File: config.mk
export PLATFORM = sky130hd
export DESIGN_NAME = irq_status_agg
export DESIGN_NICKNAME = d
export VERILOG_FILES = /design/src/rtl/irq_agg_pkg.sv /design/src/rtl/irq_chan_fsm.sv /design/src/rtl/irq_cfg_regs.sv /design/src/rtl/irq_status_agg.sv
export SDC_FILE = /design/constraint.sdc
export NUM_CORES = 1
export LEC_CHECK = 0
export BUFFER_PORTS_ARGS = -buffer_cell sky130_fd_sc_hd__clkbuf_2
export CAP_MARGIN = 40
export CORE_AREA = 5 5 42 44
export CTS_BUF_LIST = sky130_fd_sc_hd__clkbuf_8
export DETAILED_ROUTE_END_ITERATION = 10
export DIE_AREA = 0 0 47 49
export GPL_ROUTABILITY_DRIVEN = 0
export GPL_TIMING_DRIVEN = 0
export HOLD_SLACK_MARGIN = 0.05
export PLACE_DENSITY = 0.64
export SETUP_SLACK_MARGIN = 0.02
export SYNTH_ARGS = -nofsm -noshare
export SYNTH_HDL_FRONTEND = slang
export SYNTH_SLANG_ARGS = --single-unit
File: constraint.sdc
create_clock -name clk -period 0.9 [get_ports clk]
set_clock_uncertainty 0.05 [all_clocks]
set_input_delay 0.045 -clock clk [delete_from_list [all_inputs] [get_ports clk]]
set_output_delay 0.045 -clock clk [all_outputs]
set_load 0.01 [all_outputs]
File: src/rtl/irq_agg_pkg.sv
package irq_agg_pkg;
    localparam int NUM_CH = 2;
    localparam int ADDR_W = 8;
    localparam int DATA_W = 8;

    localparam logic [ADDR_W-1:0] OFS_CH0_STAT = 8'h50;
    localparam logic [ADDR_W-1:0] OFS_CH1_STAT = 8'h57;
    localparam logic [ADDR_W-1:0] OFS_MODE     = 8'h71;

    localparam int BIT_CH0_STAT = 2;   // flag bit in 0x50
    localparam int BIT_CH1_STAT = 4;   // flag bit in 0x57
    localparam int BIT_MODE_FLG = 2;   // flags at 0x71 bits 3:2
    localparam int BIT_MODE_BLK = 4;   // masks at 0x71 bits 5:4

    typedef enum logic {
        CH_IDLE = 1'b0,
        CH_PEND = 1'b1
    } chan_state_e;
endpackage

File: src/rtl/irq_chan_fsm.sv
module irq_chan_fsm
    import irq_agg_pkg::*;
(
    input  logic clk,
    input  logic rst,
    input  logic lvl_in,
    input  logic clr_req,
    output logic pending
);
    chan_state_e state_q, state_d;
    logic        lvl_q;
    logic        rise, fall;

    assign rise = lvl_in & ~lvl_q;
    assign fall = ~lvl_in & lvl_q;

    always_ff @(posedge clk) begin
        if (rst) begin
            state_q <= CH_IDLE;
            lvl_q   <= 1'b0;
        end else begin
            state_q <= state_d;
            lvl_q   <= lvl_in;
        end
    end

    always_comb begin
        state_d = state_q;
        unique case (state_q)
            CH_IDLE: if (rise) state_d = CH_PEND;                  // SET
            CH_PEND: begin
                if (rise)                state_d = CH_PEND;        // SET wins
                else if (fall || clr_req) state_d = CH_IDLE;       // DROP / CLEAR
            end
            default: state_d = CH_IDLE;
        endcase
    end

    always_comb begin
        pending = (state_q == CH_PEND);
    end

    AST_RISE_SETS:   assert property (@(posedge clk) disable iff (rst) rise |=> pending);
    AST_FALL_DROPS:  assert property (@(posedge clk) disable iff (rst) fall |=> !pending);
    AST_CLEAR_TAKES: assert property (@(posedge clk) disable iff (rst) (clr_req && !rise) |=> !pending);
    AST_SET_WINS:    assert property (@(posedge clk) disable iff (rst) (clr_req && rise) |=> pending);
    AST_NO_REFIRE:   assert property (@(posedge clk) disable iff (rst) (!rise && !fall && !clr_req) |=> $stable(pending));
endmodule

File: src/rtl/irq_cfg_regs.sv
module irq_cfg_regs
    import irq_agg_pkg::*;
(
    input  logic              clk,
    input  logic              rst,
    input  logic              cfg_wr,
    input  logic              cfg_be,
    input  logic [ADDR_W-1:0] cfg_addr,
    input  logic [DATA_W-1:0] cfg_wdata,
    input  logic [NUM_CH-1:0] flags,
    input  logic              mask_wr,
    input  logic [NUM_CH-1:0] mask_wdata,
    output logic [NUM_CH-1:0] clr_req,
    output logic [NUM_CH-1:0] mask,
    output logic [DATA_W-1:0] cfg_rdata
);
    logic wr_en;
    assign wr_en = cfg_wr & cfg_be;

    always_ff @(posedge clk) begin
        if (rst)          mask <= '0;
        else if (mask_wr) mask <= mask_wdata;
    end

    always_comb begin
        clr_req = '0;
        if (wr_en) begin
            unique case (cfg_addr)
                OFS_CH0_STAT: clr_req[0] = cfg_wdata[BIT_CH0_STAT];
                OFS_CH1_STAT: clr_req[1] = cfg_wdata[BIT_CH1_STAT];
                OFS_MODE:     clr_req    = cfg_wdata[BIT_MODE_FLG +: NUM_CH];
                default:      clr_req    = '0;
            endcase
        end
    end

    always_comb begin
        cfg_rdata = '0;
        unique case (cfg_addr)
            OFS_CH0_STAT: cfg_rdata[BIT_CH0_STAT] = flags[0];
            OFS_CH1_STAT: cfg_rdata[BIT_CH1_STAT] = flags[1];
            OFS_MODE: begin
                cfg_rdata[BIT_MODE_FLG +: NUM_CH] = flags;
                cfg_rdata[BIT_MODE_BLK +: NUM_CH] = mask;
            end
            default: cfg_rdata = '0;
        endcase
    end

    AST_MASK_HOLD: assert property (@(posedge clk) disable iff (rst) !mask_wr |=> $stable(mask));
    AST_NO_STRAY:  assert property (@(posedge clk) disable iff (rst) !(wr_en) |-> (clr_req == '0));
    AST_MIRROR0:   assert property (@(posedge clk) disable iff (rst) (cfg_addr == OFS_CH0_STAT) |-> (cfg_rdata[BIT_CH0_STAT] == flags[0]));
    AST_MIRROR1:   assert property (@(posedge clk) disable iff (rst) (cfg_addr == OFS_CH1_STAT) |-> (cfg_rdata[BIT_CH1_STAT] == flags[1]));
endmodule

File: src/rtl/irq_status_agg.sv
module irq_status_agg
    import irq_agg_pkg::*;
(
    input  logic              clk,
    input  logic              rst,
    input  logic              cfg_wr,
    input  logic              cfg_be,
    input  logic [ADDR_W-1:0] cfg_addr,
    input  logic [DATA_W-1:0] cfg_wdata,
    output logic [DATA_W-1:0] cfg_rdata,
    input  logic              mask_wr,
    input  logic [NUM_CH-1:0] mask_wdata,
    input  logic [NUM_CH-1:0] chan_irq,
    output logic              irq_out
);
    logic [NUM_CH-1:0] flags;
    logic [NUM_CH-1:0] clr_req;
    logic [NUM_CH-1:0] mask;

    irq_cfg_regs u_regs (
        .clk        (clk),
        .rst        (rst),
        .cfg_wr     (cfg_wr),
        .cfg_be     (cfg_be),
        .cfg_addr   (cfg_addr),
        .cfg_wdata  (cfg_wdata),
        .flags      (flags),
        .mask_wr    (mask_wr),
        .mask_wdata (mask_wdata),
        .clr_req    (clr_req),
        .mask       (mask),
        .cfg_rdata  (cfg_rdata)
    );

    for (genvar ch = 0; ch < NUM_CH; ch++) begin : g_ch
        irq_chan_fsm u_fsm (
            .clk     (clk),
            .rst     (rst),
            .lvl_in  (chan_irq[ch]),
            .clr_req (clr_req[ch]),
            .pending (flags[ch])
        );
    end

    always_comb begin
        irq_out = |(flags & ~mask);
    end

    AST_ALL_BLOCKED: assert property (@(posedge clk) disable iff (rst) (&mask) |-> !irq_out);
    AST_NONE_PEND:   assert property (@(posedge clk) disable iff (rst) (flags == '0) |-> !irq_out);
    AST_OPEN_PEND:   assert property (@(posedge clk) disable iff (rst) ((flags & ~mask) != '0) |-> irq_out);
endmodule

==> flow_summary.json, run 1 <==
{
  "outcome": "finished with violations",
  "violations": "negative setup slack",
  "grt_util_all_layers_pct": 9.87,
  "hold_violations": 0,
  "antenna_found_initial": 0,
  "ant_nets": 0,
  "clk_pin_slew_ps": 40,
  "drc": 0,
  "final-setup-viol-count": 5,
  "fin_setup_tns_ps": -485,
  "required_ps": 810,
  "min_path_type": "input port to flop",
  "drv_slew": 0,
  "synth-xor-area-share_pct": 2.34,
  "instances_no_fill": 98,
  "synth_top_area_share_pct": 32.1,
  "htree_levels": 1,
  "synth_compound_area_share_pct": 12.7,
  "clockRootBuffer": "clkbuf_8",
  "die-area_sq_um": 2300,
  "fp.dieH_um": 49,
  "p_per_area_nw_per_um2": 1290,
  "worst_setup_path_end_kind": "output pin",
  "synth.area.top_cells": "dfxtp_1 32%, buf_4 8.0%, and4_2 5.4%, and4b_1 5.4%, mux2i_1 5.4%",
  "max-cap-violations": 0,
  "fmax_mhz": 987,
  "ir_worst_vdd_uv": 808,
  "ys_seq_area_share_pct": 32.1,
  "via_per_inst": 4.67,
  "ys_seq_elements": 6,
  "drt_first_pass_iters": 2,
  "yosys_most_used_dff": "dfxtp_1",
  "post_drt_wl_per_cell_um": 11.1,
  "area_growth_pct": 77.9,
  "fp-row-count": 14,
  "synth-async-reset-ratio_pct": 0,
  "period_share_pct": 113,
  "period_needed_ps": 1010,
  "dieWidth_um": 47,
  "finalWorstSetupSlack_ps": -113,
  "dp_hpwl_um": 867,
  "nets": 109,
  "rsz0062_at_grt": "true",
  "synth_edf_count": 0,
  "clock_sinks": 6,
  "ys.warnings.count": 0,
  "num_io_pins": 34,
  "port_buffers": 24,
  "design_area_sq_um": 666,
  "syn_inst": 44,
  "yosysUniqueCellTypes": 24,
  "initial_core_util_pct": 26.7,
  "netlist_area_sq_um": 374,
  "route.vias.total": 458,
  "drt_iter0_drc": 5,
  "worstSetupPathType": "flop to output pin",
  "antennaDiodeCount": 0,
  "routed_wl_um": 1090,
  "synth_top_family_by_area": "simple AND/OR/NAND/NOR gates",
  "syn_avg_cell_area_sq_um": 8.50,
  "place_area_sq_um": 526,
  "grt_max_degree": 8,
  "drive_above_1_share_pct": 50.0,
  "grt-ovfl-total": 0,
  "synth_top_area_cell": "dfxtp_1",
  "worstPathMaxFanout": 4,
  "cts_tree": "yes",
  "muxShareOfSynthArea_pct": 5.35,
  "grt_pass1_wl_um": 1650,
  "ys_top_cells_by_count": "6 x dfxtp_1, 5 x inv_1, 4 x buf_4",
  "core_area_sq_um": 1400,
  "dp.cells": 87,
  "cp.arrival_ps": 920,
  "crit_path_start_kind": "flop",
  "cts-buffers-inserted": 3,
  "yosys.cell_count.top_type": "dfxtp_1",
  "cts_buffer_depth": 2,
  "synthAdderAreaFrac_pct": 0,
  "leakage_uw": 0.000343,
  "clk_latency_ps": 220,
  "final_util_pct": 47.5,
  "grt_pass1_vias": 422,
  "synthSimpleGateAreaFrac_pct": 33.4
}
[flip-flops by register name, indices dropped and copies added (netlist names)]
name / count
g_ch.u_fsm.lvl_q: 2
g_ch.u_fsm.pending: 2
u_regs.mask: 2
[power breakdown]
group	total [uW]	switching (uW)	internal [uW]
sequential	301	12.1	288
clock	396	109	287
combinational	163	68.1	94.5
[stage by stage]
step | hold WS (ps) | total power [uW] | worst slack (ps)
6_report | 62.2 | 859 | -113
5_1_grt | 79.8 | 904 | -148
4_1_cts | 59.8 | 867 | -128
3_5_place_dp | 243 | 437 | -159
3_3_place_gp | 233 | 433 | -117
2_1_floorplan | 64.1 | 367 | 80.0
[cell families (layout without fill, tap and decap cells)]
kind of cell	count (synthesis)	after routing
AOI/OAI and AO/OA	7	7
xor gates and xnor gates	1	1
muxes	2	2
other	1	4
buffers and inverters	9	44
and+or+nand+nor	18	18
DFF	6	6
[per-layer routing]
metal,global-route usage (%),up-vias,share of wire [%]
li1,-,230,-
met1,10.8,205,37
met2,15.2,21,48
met3,4.43,2,14
met4,5.53,0,1.5
met5,0,-,0
[cell type report]
type                       count  area, sq um
sequential                     6          125
multi-input combinational     32          219
inverter                       5         18.8
buffer                         4         30.0
fill                         146          736
tap                           16         20.0
timing repair buffer          32          211
clock buffer                   3         41.3
[final timing paths]
check	start	to	slack (ps)	cells past startpoint
max	g_ch[1].u_fsm.pending	cfg_rdata[4]	-110	3
min	mask_wr	u_regs.mask[0]	60	3
max reg2reg	g_ch[1].u_fsm.lvl_q	g_ch[1].u_fsm.pending	150	3
min reg2reg	g_ch[0].u_fsm.lvl_q	g_ch[0].u_fsm.pending	440	3
[placed cells by master (no fill, tap or decap), types with 2 or more instances in the layout]
cell / instances
buf_6: 3
buf_2: 3
and4b_1: 2
clkbuf_2: 19
clkbuf_8: 3
and4_2: 2
dlygate4sd3_1: 6
nand4b_1: 2
nand2_1: 2
conb_1: 4
buf_4: 5
dfxtp_1: 2
mux2i_1: 2
nor2_1: 3
nor2b_1: 2
inv_1: 5
dfxtp_2: 4
[what timing repair did]
action	in CTS	in global routing
hold buffers	6	0
gates cloned	0	0
hold endpoints to repair	6	0
gates resized for setup	5	9
pin swaps	3	5
setup buffers	1	1
setup endpoints to repair	5	6
[worst max-delay path, stage by stage (launching register included)]
cell      delay, ps
dfxtp_2         340
nand4b_1         90
a21boi_1        130
buf_2           150
Power figures use the tool's default switching activity.
==> run 2: changes to the inputs <==
==> constraint.sdc (replaced) <==
create_clock -name clk -period 1.1 [get_ports clk]
set_clock_uncertainty 0.05 [all_clocks]
set_input_delay 0.055 -clock clk [delete_from_list [all_inputs] [get_ports clk]]
set_output_delay 0.055 -clock clk [all_outputs]
set_load 0.01 [all_outputs]
==> run 2 against run 1 <==
Compared with the run above: global-route usage is 1.6 points lower; critical path type is now input port to output pin; highest routed layer is now met3; register-to-register slack better by 180 ps; cell area is 7.1% lower; core utilization is 3.4 points lower; critical path depth is 2 higher; largest power group unchanged; sequential power is 19% lower; first-iteration DRC count stayed put; critical endpoint is now cfg_rdata[3]; non-clock buffer count is 4 lower; the run now ends clean; worst setup slack better by 180 ps; total power is 20% lower; combinational power is 25% lower.
==> flow_summary.json, run 2 (synthesis gave the netlist of run 1 again) <==
{
  "outcome": "completed",
  "worstSetupPathType": "input port to output pin",
  "grt_pass1_wl_um": 1410,
  "max-cap-violations": 0,
  "postCtsSetupBuffers": 0,
  "routed_wl_um": 984,
  "final_common_cell": "clkbuf_2",
  "dieWidth_um": 47,
  "post_drt_wl_per_cell_um": 10.5,
  "crit_cells": 5,
  "core_area_sq_um": 1400,
  "worst_setup_path_end_kind": "output pin",
  "r2r_start": "g_ch[0].u_fsm.lvl_q",
  "route.vias.total": 431,
  "cpLargestDelayFamily": "simple AND/OR/NAND/NOR gates",
  "ant_nets": 0,
  "multi_input_area_sq_um": 219,
  "slowest_delay_ps": 320,
  "dp_hpwl_um": 816,
  "area_growth_pct": 65.2,
  "clockRootBuffer": "clkbuf_8",
  "fillCellCount": 158,
  "die-area_sq_um": 2300,
  "regToRegSetupSlack_ps": 330,
  "register_area_sq_um": 123,
  "fmax_mhz": 967,
  "cts_buffer_depth": 2,
  "timing.rr.end": "g_ch[0].u_fsm.pending",
  "via_per_inst": 4.59,
  "startpoint": "cfg_addr[7]",
  "instances_no_fill": 94,
  "initial_core_util_pct": 26.7,
  "worstPathMaxFanout": 4,
  "port_buffers": 24,
  "pre_cts_slack_ps": 36.9,
  "clock_sinks": 6,
  "whs_ps": 51.6,
  "finalWorstSetupSlack_ps": 66.1,
  "clk_latency_ps": 220,
  "final-setup-viol-count": 0,
  "hold_violations": 0,
  "path_cells": "clkbuf_2 > and4bb_2 > and2_4 > and4_2 > buf_6",
  "drt_iter0_drc": 5,
  "drv_slew": 0,
  "htree_levels": 1,
  "fin_setup_tns_ps": 0,
  "dp.cells": 87,
  "clk_pin_slew_ps": 40,
  "worst-r2r-cell-count": 3,
  "cts_tree": "yes",
  "cp.arrival_ps": 930,
  "grt-ovfl-total": 0,
  "path_buf_inv": 2,
  "drc": 0,
  "required_ps": 1000,
  "fp.dieH_um": 49,
  "num_io_pins": 34,
  "leakage_uw": 0.000321,
  "final_util_pct": 44.1,
  "period_needed_ps": 1030,
  "hp-start": "chan_irq[0]",
  "cts-buffers-inserted": 3,
  "nets": 105,
  "drt_first_pass_iters": 2,
  "rsz0062_at_grt": "false",
  "period_share_pct": 94.0,
  "grt_pass1_vias": 384,
  "grt_max_degree": 8,
  "min_path_type": "input port to flop",
  "drive_above_1_share_pct": 47.4,
  "p_per_area_nw_per_um2": 1110,
  "timing.critical_path.to": "cfg_rdata[3]",
  "crit_path_top_delay_cell": "and4bb_2",
  "crit_path_start_kind": "input port",
  "antenna_found_initial": 0,
  "fp-row-count": 14,
  "antennaDiodeCount": 0,
  "ir_worst_vdd_uv": 694,
  "grt_util_all_layers_pct": 8.25,
  "final_cell_mix": "21 x clkbuf_2, 5 x inv_1"
}
[run 2: changes by cell type in the layout (fill, tap and decap cells not counted), sizes merged]
cell         change
buf              -4
clkbuf           +2
dlygate4sd3      -2
[run 2: worst min-delay path by stage]
stage | endpoint | slack, ps | depth (start not counted)
finish | g_ch[0].u_fsm.lvl_q | 50 | 2
global route | g_ch[0].u_fsm.lvl_q | 80 | 2
CTS | g_ch[0].u_fsm.lvl_q | 50 | 2
detailed placement | u_regs.mask[1] | 250 | 3
global placement | u_regs.mask[0] | 240 | 3
floorplan | g_ch[1].u_fsm.pending | 70 | 1
[run 2: layout make-up]
class | count | share of cell area, %
plain buffers | 4 | 4.86
repair buffers | 28 | 26.9
multi-input cells | 32 | 35.4
well taps | 16 | 3.24
clock buffers | 3 | 6.68
inverters | 5 | 3.04
flip-flops and latches | 6 | 19.8
[run 2: metrics by stage]
step	total power, uW	area, sq um
floorplan	300	385
global placement	354	526
detailed placement	356	526
CTS	692	608
global route	726	618
finish	688	618
[run 2: per-layer routing]
| layer | share of wire, % | wire length (um) | vias up | GRT usage, % |
|---|---|---|---|---|
| li1 | - | - | 223 | - |
| met1 | 37 | 368 | 189 | 9.27 |
| met2 | 48 | 472 | 19 | 12.7 |
| met3 | 15 | 143 | 0 | 4.80 |
| met4 | 0 | 0 | 0 | 2.76 |
| met5 | 0 | 0 | - | 0 |
[run 2: power by group]
part	total, uW	internal, uW	switching (uW)
registers	245	235	10.0
logic	122	69.4	52.9
clock network	321	234	86.8
total	688	539	150
[run 2: worst register-to-register path, delay by kind of cell (launching register included)]
family          cells  cell delay [ps]
compound gates      2              250
buf+inv             1               40
flops               1              300
[run 2: repair_timing]
action	in CTS	in global routing
resized for setup	2	6
hold endpoints to repair	4	0
hold buffers	4	0
endpoints found under the setup margin	1	3
pin swaps	0	1
==> run 3: changes to the inputs <==
==> constraint.sdc (replaced) <==
create_clock -name clk -period 1.1 [get_ports clk]
set_clock_uncertainty 0.05 [all_clocks]
set_input_delay 0 -clock clk [delete_from_list [all_inputs] [get_ports clk]]
set_output_delay 0 -clock clk [all_outputs]
set_load 0.01 [all_outputs]
==> run 3 against run 2 <==
Compared with the run above: combinational power up 4%; register-to-register slack barely moved; global-route usage is 0.14 points higher; first-iteration DRC count fell by 80%; flip-flop and latch count unchanged; critical path depth fell by 2; via count is 1.2% higher; critical path type is now flop to output pin.
==> flow_summary.json, run 3 (synthesis gave the netlist of run 1 again) <==
{
  "area_growth_pct": 67.6,
  "place_area_sq_um": 526,
  "initial_core_util_pct": 26.7,
  "antennaDiodeCount": 0,
  "htree_levels": 1,
  "crit_path_start_kind": "flop",
  "timing.critical_path.to": "cfg_rdata[4]",
  "dieWidth_um": 47,
  "final_common_cell": "clkbuf_2",
  "route.vias.total": 436,
  "regToRegSetupSlack_ps": 330,
  "core_area_sq_um": 1400,
  "grt_pass1_vias": 389,
  "clock_sinks": 6,
  "postCtsSetupBuffers": 0,
  "fp-row-count": 14,
  "p_per_area_nw_per_um2": 1110,
  "power_frac_comb_pct": 18.2,
  "drt_first_pass_iters": 2,
  "clockRootBuffer": "clkbuf_8",
  "worst-r2r-cell-count": 3,
  "period_needed_ps": 1030,
  "rsz0062_at_grt": "false",
  "clkPwrFrac_pct": 46.7,
  "final-setup-viol-count": 0,
  "fp.dieH_um": 49,
  "internal_power_uw": 542,
  "worst_setup_path_end_kind": "output pin",
  "pwr-share-seq_pct": 35.1,
  "fmax_mhz": 974,
  "routed_wl_um": 969,
  "drv_slew": 0,
  "drive_above_1_share_pct": 42.5,
  "leakage_uw": 0.000324,
  "grt_pass1_wl_um": 1440,
  "design_area_sq_um": 627,
  "worstSetupPathType": "flop to output pin",
  "port_buffers": 24,
  "die-area_sq_um": 2300,
  "drt_iter0_drc": 1,
  "hold_violations": 0,
  "post_drt_wl_per_cell_um": 10.1,
  "cts_tree": "yes",
  "outcome": "completed",
  "cts-buffers-inserted": 3,
  "dp_hpwl_um": 816,
  "drc": 0,
  "period_share_pct": 93.3,
  "via_per_inst": 4.54,
  "grt_max_degree": 8,
  "fin_setup_tns_ps": 0,
  "final_cell_mix": "24 x clkbuf_2, 6 x dfxtp_1, 6 x dlygate4sd3_1",
  "clk_pin_slew_ps": 40,
  "antenna_found_initial": 0,
  "clk_latency_ps": 220,
  "num_io_pins": 34,
  "ant_nets": 0,
  "worstPathMaxFanout": 4,
  "timing.rr.end": "g_ch[0].u_fsm.pending",
  "r2r_start": "g_ch[0].u_fsm.lvl_q",
  "startpoint": "g_ch[1].u_fsm.pending",
  "grt-ovfl-total": 0,
  "cp.arrival_ps": 980,
  "max-cap-violations": 0,
  "required_ps": 1050,
  "min_path_type": "input port to flop",
  "ir_worst_vdd_uv": 821,
  "grt_util_all_layers_pct": 8.39,
  "switchingPower_uw": 152,
  "power_switching_share_pct": 21.9,
  "cts_buffer_depth": 2,
  "nets": 107
}
## run 3: cell count changes in the layout (fill, tap and decap cells not counted), moves of 2 or more
cell / before / now
dfxtp_1: 4 / 6
dlygate4sd3_1: 4 / 6
clkbuf_2: 21 / 24
dfxtp_2: 2 / 0
buf_2: 2 / 0
## run 3: cell type report
type,instances,area [sq um]
inverters,5,18.8
plain buffers,4,30.0
multi-input cells,32,216
clock buffers,3,41.3
well taps,16,20.0
flip-flops and latches,6,120
repair buffers,30,180
fillers,154,774
## run 3: worst max-delay path, cell delays in order (launching register included)
cell,delay [ps]
dfxtp_1,370
nand4b_1,110
a21boi_1,140
clkbuf_2,150
## run 3: what timing repair did
| item | CTS | global route |
|---|---|---|
| hold endpoints to repair | 6 | 0 |
| endpoints found under the setup margin | 0 | 1 |
| hold buffers | 6 | 0 |
| resized for setup | 0 | 1 |
## run 3: worst min path at each step
stage | cells past startpoint | end | from | slack [ps]
6_report | 4 | g_ch[1].u_fsm.pending | cfg_wdata[3] | 160
5_1_grt | 4 | g_ch[1].u_fsm.pending | cfg_wdata[3] | 180
4_1_cts | 4 | g_ch[1].u_fsm.pending | cfg_wdata[3] | 160
3_5_place_dp | 3 | u_regs.mask[1] | mask_wdata[1] | 200
3_3_place_gp | 3 | u_regs.mask[0] | mask_wdata[0] | 190
2_1_floorplan | 1 | g_ch[1].u_fsm.pending | rst | 20
## run 3: power by group through the flow
stage	combinational (uW)	clock, uW	sequential [uW]
3_5_place_dp	110	0	247
2_1_floorplan	57.0	0	243
4_1_cts	127	326	243
6_report	127	324	243
3_3_place_gp	108	0	246
5_1_grt	141	344	245
## run 3: through the flow
| stage | power, uW | setup slack [ps] | hold WS (ps) | cells | utilization [%] |
|---|---|---|---|---|---|
| finish | 694 | 73.2 | 159 | 96 | 44.7 |
| global route | 730 | 25.3 | 182 | 96 | 44.7 |
| global placement | 354 | 168 | 188 | 87 | 37.5 |
| detailed placement | 356 | 144 | 196 | 87 | 37.5 |
| floorplan | 300 | 298 | 19.1 | 47 | - |
| CTS | 696 | 42.1 | 159 | 96 | 44.7 |
## run 3: routing by layer
layer | GRT usage, % | up-vias | routed length, um
met4 | 2.76 | 0 | 0
met1 | 9.27 | 190 | 348
met2 | 13.1 | 19 | 472
li1 | - | 227 | -
met5 | 0 | - | 0
met3 | 4.80 | 0 | 148
